==> config.mk <==
export PLATFORM = sky130hd
export DESIGN_NAME = dram_refresh_sched
export DESIGN_NICKNAME = d
export VERILOG_FILES = /design/src/rtl/dram_ref_pkg.sv /design/src/rtl/dram_ref_tick_gen.sv /design/src/rtl/dram_ref_backlog.sv /design/src/rtl/dram_ref_row_ctr.sv /design/src/rtl/dram_refresh_sched.sv
export SDC_FILE = /design/constraint.sdc
export NUM_CORES = 1
export LEC_CHECK = 0
export BUFFER_PORTS_ARGS = -buffer_cell sky130_fd_sc_hd__buf_2
export CAP_MARGIN = 20
export CORE_MARGIN = 5
export CORE_UTILIZATION = 55
export CTS_CLUSTER_DIAMETER = 60
export DETAILED_ROUTE_END_ITERATION = 10
export GPL_TIMING_DRIVEN = 0
export PLACE_DENSITY = 0.7
export RECOVER_POWER = 50
export SLEW_MARGIN = 20
export SYNTH_ARGS = -nofsm -noshare
export SYNTH_HDL_FRONTEND = slang
export SYNTH_HIERARCHICAL = 1
export SYNTH_SLANG_ARGS = --single-unit
==> constraint.sdc <==
create_clock -name clk -period 4.7 [get_ports clk]
set_input_delay 0.235 -clock clk [delete_from_list [all_inputs] [get_ports clk]]
set_output_delay 0.235 -clock clk [all_outputs]
set_load 0.02 [all_outputs]
==> src/rtl/dram_ref_pkg.sv <==
package dram_ref_pkg;

    typedef enum logic [2:0] {
        ST_PWR_WAIT,
        ST_IDLE,
        ST_CAS_LEAD,
        ST_ROW_LEAD,
        ST_RAS_LOW,
        ST_PRECHG
    } ref_state_e;

    // nanoseconds to clock cycles, rounded up, never below one
    function automatic int ns_to_cycles(input int ns, input int clk_ps);
        int c;
        c = (ns * 1000 + clk_ps - 1) / clk_ps;
        if (c < 1) c = 1;
        return c;
    endfunction

    function automatic int max2(input int a, input int b);
        return (a > b) ? a : b;
    endfunction

endpackage

==> src/rtl/dram_ref_tick_gen.sv <==
module dram_ref_tick_gen #(
    parameter int WAKE_CYC = 10000,
    parameter int REFI_CYC = 1522
) (
    input  logic clk,
    input  logic rst_n,
    output logic wait_done,
    output logic tick
);
    localparam int WW = $clog2(WAKE_CYC + 1);
    localparam int RW = $clog2(REFI_CYC + 1);

    logic [WW-1:0] wait_q;
    logic [RW-1:0] refi_q;
    logic          done_q;

    always_ff @(posedge clk or negedge rst_n) begin
        if (!rst_n) begin
            wait_q <= '0;
            refi_q <= '0;
            done_q <= 1'b0;
        end else if (!done_q) begin
            if (wait_q == WW'(WAKE_CYC - 1)) done_q <= 1'b1;
            else                             wait_q <= wait_q + 1'b1;
        end else if (refi_q == RW'(REFI_CYC - 1)) begin
            refi_q <= '0;
        end else begin
            refi_q <= refi_q + 1'b1;
        end
    end

    assign wait_done = done_q;
    assign tick      = done_q && (refi_q == RW'(REFI_CYC - 1));
endmodule

==> src/rtl/dram_ref_backlog.sv <==
module dram_ref_backlog #(
    parameter int MAX_OWED = 8,
    localparam int BW = $clog2(MAX_OWED + 1)
) (
    input  logic          clk,
    input  logic          rst_n,
    input  logic          tick,
    input  logic          consume,
    input  logic          clear,
    output logic [BW-1:0] owed,
    output logic          full,
    output logic          overflow
);
    logic [BW-1:0] owed_q;

    assign full     = (owed_q == BW'(MAX_OWED));
    assign overflow = tick && full && !consume;

    always_ff @(posedge clk or negedge rst_n) begin
        if (!rst_n) begin
            owed_q <= '0;
        end else if (clear) begin
            owed_q <= '0;
        end else if (tick && !consume && !full) begin
            owed_q <= owed_q + 1'b1;
        end else if (!tick && consume && owed_q != '0) begin
            owed_q <= owed_q - 1'b1;
        end
    end

    assign owed = owed_q;
endmodule

==> src/rtl/dram_ref_row_ctr.sv <==
module dram_ref_row_ctr #(
    parameter int ROW_BITS = 11
) (
    input  logic                clk,
    input  logic                rst_n,
    input  logic                adv,
    output logic [ROW_BITS-1:0] row
);
    logic [ROW_BITS-1:0] row_q;

    always_ff @(posedge clk or negedge rst_n) begin
        if (!rst_n)   row_q <= '0;
        else if (adv) row_q <= row_q + 1'b1;
    end

    assign row = row_q;
endmodule

==> src/rtl/dram_refresh_sched.sv <==
module dram_refresh_sched
    import dram_ref_pkg::*;
#(
    parameter int CLK_PS       = 10000,
    parameter int T_RAS_NS     = 60,
    parameter int T_RP_NS      = 40,
    parameter int T_CSR_NS     = 5,
    parameter int T_CHR_NS     = 10,
    parameter int WAKE_NS      = 100000,
    parameter int REFI_NS      = 15625,
    parameter int REFI_MARGIN  = 40,
    parameter int WAKE_CYCLES  = 8,
    parameter int MAX_OWED     = 8,
    parameter int ROW_BITS     = 11,
    parameter bit RAS_ONLY_EN  = 1'b1
) (
    input  logic                clk,
    input  logic                rst_n,
    input  logic                ref_gnt,
    input  logic                ras_only_sel,
    output logic                ref_req,
    output logic                ref_urgent,
    output logic                ref_ack,
    output logic                init_done,
    output logic                ras_n,
    output logic                cas_n,
    output logic                we_n,
    output logic                row_oe,
    output logic [ROW_BITS-1:0] row_addr
);
    localparam int RAS_CYC  = max2(ns_to_cycles(T_RAS_NS, CLK_PS), ns_to_cycles(T_CHR_NS, CLK_PS));
    localparam int RP_CYC   = ns_to_cycles(T_RP_NS, CLK_PS);
    localparam int CSR_CYC  = ns_to_cycles(T_CSR_NS, CLK_PS);
    localparam int WAKE_CYC = ns_to_cycles(WAKE_NS, CLK_PS);
    localparam int REFI_CYC = max2(ns_to_cycles(REFI_NS, CLK_PS) - REFI_MARGIN, 2);
    localparam int PH_W     = $clog2(max2(max2(RAS_CYC, RP_CYC), CSR_CYC) + 1);
    localparam int WK_W     = $clog2(WAKE_CYCLES + 1);
    localparam int BW       = $clog2(MAX_OWED + 1);

    ref_state_e          state_q, state_d;
    logic [PH_W-1:0]     ph_q, ph_d;
    logic                mode_q, mode_d;
    logic [WK_W-1:0]     wake_q;
    logic                cyc_end;
    logic                wait_done, tick;
    logic [BW-1:0]       owed;
    logic                full, overflow, consume;
    logic                work;
    logic                ro_ok;
    logic [ROW_BITS-1:0] row_cur;

    logic                ras_n_q, cas_n_q, row_oe_q, ack_q;
    logic [ROW_BITS-1:0] row_addr_q;

    dram_ref_tick_gen #(
        .WAKE_CYC (WAKE_CYC),
        .REFI_CYC (REFI_CYC)
    ) u_tick (
        .clk       (clk),
        .rst_n     (rst_n),
        .wait_done (wait_done),
        .tick      (tick)
    );

    dram_ref_backlog #(
        .MAX_OWED (MAX_OWED)
    ) u_backlog (
        .clk      (clk),
        .rst_n    (rst_n),
        .tick     (tick),
        .consume  (consume),
        .clear    (overflow),
        .owed     (owed),
        .full     (full),
        .overflow (overflow)
    );

    generate
        if (RAS_ONLY_EN) begin : g_row
            dram_ref_row_ctr #(
                .ROW_BITS (ROW_BITS)
            ) u_row (
                .clk   (clk),
                .rst_n (rst_n),
                .adv   (cyc_end && mode_q),
                .row   (row_cur)
            );
            assign ro_ok = 1'b1;
        end else begin : g_norow
            assign row_cur = '0;
            assign ro_ok   = 1'b0;
        end
    endgenerate

    assign work    = (wake_q != '0) || (owed != '0);
    assign consume = cyc_end && (wake_q == '0);

    // next-state logic
    always_comb begin
        state_d = state_q;
        ph_d    = ph_q;
        mode_d  = mode_q;
        cyc_end = 1'b0;
        unique case (state_q)
            ST_PWR_WAIT: begin
                if (wait_done) state_d = ST_IDLE;
            end
            ST_IDLE: begin
                if (ref_gnt && work) begin
                    mode_d = ras_only_sel && ro_ok;
                    if (mode_d) begin
                        state_d = ST_ROW_LEAD;
                        ph_d    = '0;
                    end else begin
                        state_d = ST_CAS_LEAD;
                        ph_d    = PH_W'(CSR_CYC - 1);
                    end
                end
            end
            ST_CAS_LEAD, ST_ROW_LEAD: begin
                if (ph_q == '0) begin
                    state_d = ST_RAS_LOW;
                    ph_d    = PH_W'(RAS_CYC - 1);
                end else begin
                    ph_d = ph_q - 1'b1;
                end
            end
            ST_RAS_LOW: begin
                if (ph_q == '0) begin
                    state_d = ST_PRECHG;
                    ph_d    = PH_W'(RP_CYC - 1);
                end else begin
                    ph_d = ph_q - 1'b1;
                end
            end
            ST_PRECHG: begin
                if (ph_q == '0) begin
                    state_d = ST_IDLE;
                    cyc_end = 1'b1;
                end else begin
                    ph_d = ph_q - 1'b1;
                end
            end
            default: state_d = ST_IDLE;
        endcase
    end

    // state register
    always_ff @(posedge clk or negedge rst_n) begin
        if (!rst_n) begin
            state_q <= ST_PWR_WAIT;
            ph_q    <= '0;
            mode_q  <= 1'b0;
            wake_q  <= WK_W'(WAKE_CYCLES);
        end else begin
            state_q <= state_d;
            ph_q    <= ph_d;
            mode_q  <= mode_d;
            if (overflow)                  wake_q <= WK_W'(WAKE_CYCLES);
            else if (cyc_end && wake_q != '0) wake_q <= wake_q - 1'b1;
        end
    end

    // registered strobe outputs, decoded from the next state
    always_ff @(posedge clk or negedge rst_n) begin
        if (!rst_n) begin
            ras_n_q    <= 1'b1;
            cas_n_q    <= 1'b1;
            row_oe_q   <= 1'b0;
            row_addr_q <= '0;
            ack_q      <= 1'b0;
        end else begin
            ras_n_q    <= (state_d != ST_RAS_LOW);
            cas_n_q    <= !((state_d == ST_CAS_LEAD) ||
                            ((state_d == ST_RAS_LOW) && !mode_d));
            row_oe_q   <= mode_d && ((state_d == ST_ROW_LEAD) || (state_d == ST_RAS_LOW));
            row_addr_q <= (mode_d && ((state_d == ST_ROW_LEAD) || (state_d == ST_RAS_LOW)))
                          ? row_cur : '0;
            ack_q      <= cyc_end;
        end
    end

    assign ref_req    = wait_done && work;
    assign ref_urgent = wait_done && ((wake_q != '0) || full);
    assign init_done  = wait_done && (wake_q == '0);
    assign ref_ack    = ack_q;
    assign ras_n      = ras_n_q;
    assign cas_n      = cas_n_q;
    assign we_n       = 1'b1;
    assign row_oe     = row_oe_q;
    assign row_addr   = row_addr_q;
endmodule

==> metrics.md <==
| Metric | Value |
|---|---|
| Ys flop type | dfrtp_1 |
| CTS max path bufs | 2 |
| Met1 wire length | 3190 um |
| Data required, critical path | 4970 ps |
| Largest family of logic cells by synthesized area | simple AND/OR/NAND/NOR gates |
| Rel. slew slack | -20.5% |
| Vias in the first global route | 2579 |
| CTS Buf Count | 9 |
| Most frequent cell after synthesis | dfrtp_1 |
| Synth Area in XOR/XNOR | 7.48% |
| Critical Path End Type | flip-flop |
| Final wirelength | 6930 um |
| Cell Area, Synth | 3630 um2 |
| Post-route core utilization | 63.8% |
| Die Area | 8330 um2 |
| Final Hold Fails | 0 |
| Worst-Margin Slew | 1810 ps |
| Yosys top cell area share | 44.1% |
| #FFs+latches synth | 67 |
| Routed wl met3 | 201 um |
| Final RePlAce weighted congestion | 0.816 |
| Simple-Gate Fraction of Synth Area | 22.1% |
| Placeable core area | 6390 um2 |
| Compound-cell area share of the yosys netlist | 14.8% |
| Hpwl dp | 5100 um |
| Mean Syn Cell Area | 10.7 um2 |
| Share of cells above drive strength 1 | 20.8% |
| Avg WL per Cell | 15.2 um |
| Yosys Warn Count | 6 |
| Max Freq | 316 MHz |
| Yosys top cell by area | dfrtp_1 |
| Filler cell count | 520 |
| IO Port Bufs | 21 |
| Max-cap violations | 1 |
| # diodes | 0 |
| DRC marker count from the first detailed-route iteration | 113 |
| Number of H-tree levels | 3 |
| Setup-failing EPs final | 0 |
| Hold crit path type | in -> reg |
| Initial core utilization | 56.9% |
| Adder-Cell Fraction of Synth Area | 4.00% |
| VDD IR max | 0.177 mV |
| Asr flop ratio synth | 100% |
| Crit-path max FO | 5 |
| I/O pin count | 23 |
| Global-route wire length before repair | 12400 um |
| Slew Limit Fails | 33 |
| Num Clock Sinks | 67 |
| Worst skew pair latency | 350 ps |
| Arr. time, crit path | 3430 ps |
| Die height | 91.3 um |
| DR WL met2 | 3440 um |
| Leakage power | 0.00187 uW |
| Yosys cell types | 69 |
| NumNets Final | 389 |
| Clk slew on worst S/H paths | 70 ps |
| Unrepaired setup endpoints after global routing | false |
| Synthesized instance count | 339 |
| Area Overhead vs Synth | 12.3% |
| Clock Skew | 10.6 ps |
| Power Density | 269 nW/um2 |
| CP startpoint kind | flip-flop |
| CTS tree | built |
| Post-synth EDFFs | 0 |
| Total Routing Usage GR | 18.2% |
| CP Class | reg -> reg |
| Outcome | finished with violations |
| Via count | 2606 |
| DRT Pass-1 Iters | 4 |
| Setup_tns | 0 ps |
| Site row count | 29 |
| Die width | 91.3 um |
| Top area cells in the synthesized netlist | dfrtp_1 (44%), xnor2_1 (4.1%), a211oi_2 (3.4%) |
| Syn_nets | 354 |
| DR vias/cell | 5.71 |
| Post-route antenna net violation count | 0 |
| Total grt overflow | 0 |
| CTS root buffer | clkbuf_8 |
| Period utilization | 67.2% |
| Commonest cells in the synthesized netlist | dfrtp_1 (64), nor2_1 (24), nand2_1 (22), o21ai_0 (17), xnor2_1 (17) |
| Setup Buffers After CTS | 0 |
| DRC Markers | 0 |
| Failing checks | capacitance limit, slew limit |
| Mux share of post-synthesis cell area | 1.55% |
| DR top layer | met4 |
| Largest net degree at the start of global routing | 36 |
| Sequential area share after synthesis | 46.3% |
| Initial antenna violation count | 0 |
| Final min period | 3160 ps |
## flip-flops by register name (all words and copies together) (netlist names)
name              cells
cas_n                 1
g_row.u_row/row      11
mode_q                1
ph_q                  3
ras_n                 1
ref_ack               1
row_addr             11
row_oe                1
state_q               3
u_backlog/owed        4
u_tick/refi_q        11
u_tick/wait_done      1
u_tick/wait_q        14
wake_q                4
## logic make-up after synthesis
kind of cell,after synthesis
other cells,1
flops,67
simple gates,129
compound gates,68
fa+ha+maj,11
buf+inv,27
mux,5
xor+xnor,31
## cells in the final DEF, fill, tap and decap left out, drive strengths merged, types with 9 or more instances in the layout
cell / n
dfrtp: 64
nor2: 24
nand2: 24
buf: 24
clkbuf: 22
o21ai: 20
xnor2: 17
nor3: 16
inv: 15
xor2: 14
nand3: 14
a211oi: 14
ha: 10
nand4: 10
a21oi: 9
## power breakdown
part | switching [uW] | leakage [uW] | internal [uW] | total (uW)
Clock | 226 | 0.0000978 | 274 | 501
Combinational | 13.2 | 0.000870 | 4.67 | 17.9
Sequential | 0 | 0.000901 | 576 | 576
Total | 239 | 0.00187 | 855 | 1090
## routing by layer
| metal | global-route usage (%) | vias up |
|---|---|---|
| met2 | 28.5 | 28 |
| met5 | 0 | - |
| met3 | 4.13 | 10 |
| met1 | 24.6 | 1287 |
| li1 | - | 1281 |
| met4 | 7.33 | 0 |
## area by class of cell
type | count | area, um2 | share of cell area, %
inverters | 15 | 56.3 | 1.38
clock inverters | 5 | 61.3 | 1.50
well taps | 77 | 96.3 | 2.36
multi-input cells | 245 | 1820 | 44.7
flip-flops and latches | 67 | 1680 | 41.2
plain buffers | 12 | 77.6 | 1.90
clock buffers | 11 | 151 | 3.71
repair buffers | 24 | 130 | 3.19
## final timing paths
check	start	to	slack, ps	cells past startpoint
hold reg to reg	u_tick/wait_q[13]$_DFFE_PN0P_	u_tick/wait_q[13]$_DFFE_PN0P_	490	1
min in group asynchronous	rst_n	u_backlog/owed[1]$_DFFE_PN0P_	910	2
setup reg to reg	wake_q[0]$_DFFE_PN0P_	u_backlog/owed[3]$_DFFE_PN0P_	1540	11
setup / recovery	wake_q[0]$_DFFE_PN0P_	u_backlog/owed[3]$_DFFE_PN0P_	1540	11
max in group asynchronous	rst_n	row_addr[6]$_DFF_PN0_	2750	2
hold / removal	ras_only_sel	row_addr[10]$_DFF_PN0_	360	3
## worst max-delay path, cell delays in order (launching register included)
cell	delay [ps]
dfrtp_1	410
inv_1	90
ha_1	160
or3b_1	420
nor3_1	520
nand2b_1	300
or2_1	200
ha_1	290
a21oi_1	310
a21o_1	170
nand3_1	70
a31oi_1	150
## stage by stage
stage / area (um2) / std cells / hold WS (ps) / setup WS [ps] / power (uW)
4_1_cts: 4090 / 456 / 365 / 1580 / 1110
2_1_floorplan: 3630 / 339 / -60.6 / 1500 / 590
5_1_grt: 4080 / 456 / 414 / 1310 / 1140
3_3_place_gp: 3830 / 437 / 471 / 845 / 603
3_5_place_dp: 3870 / 439 / 205 / 1600 / 606
6_report: 4080 / 456 / 363 / 1540 / 1090
## timing repair
item	CTS	global route
endpoints found under the hold margin	30	0
setup endpoints to repair	0	0
hold buffers	1	0
resized for setup	0	0
Power figures use the tool's default switching activity.
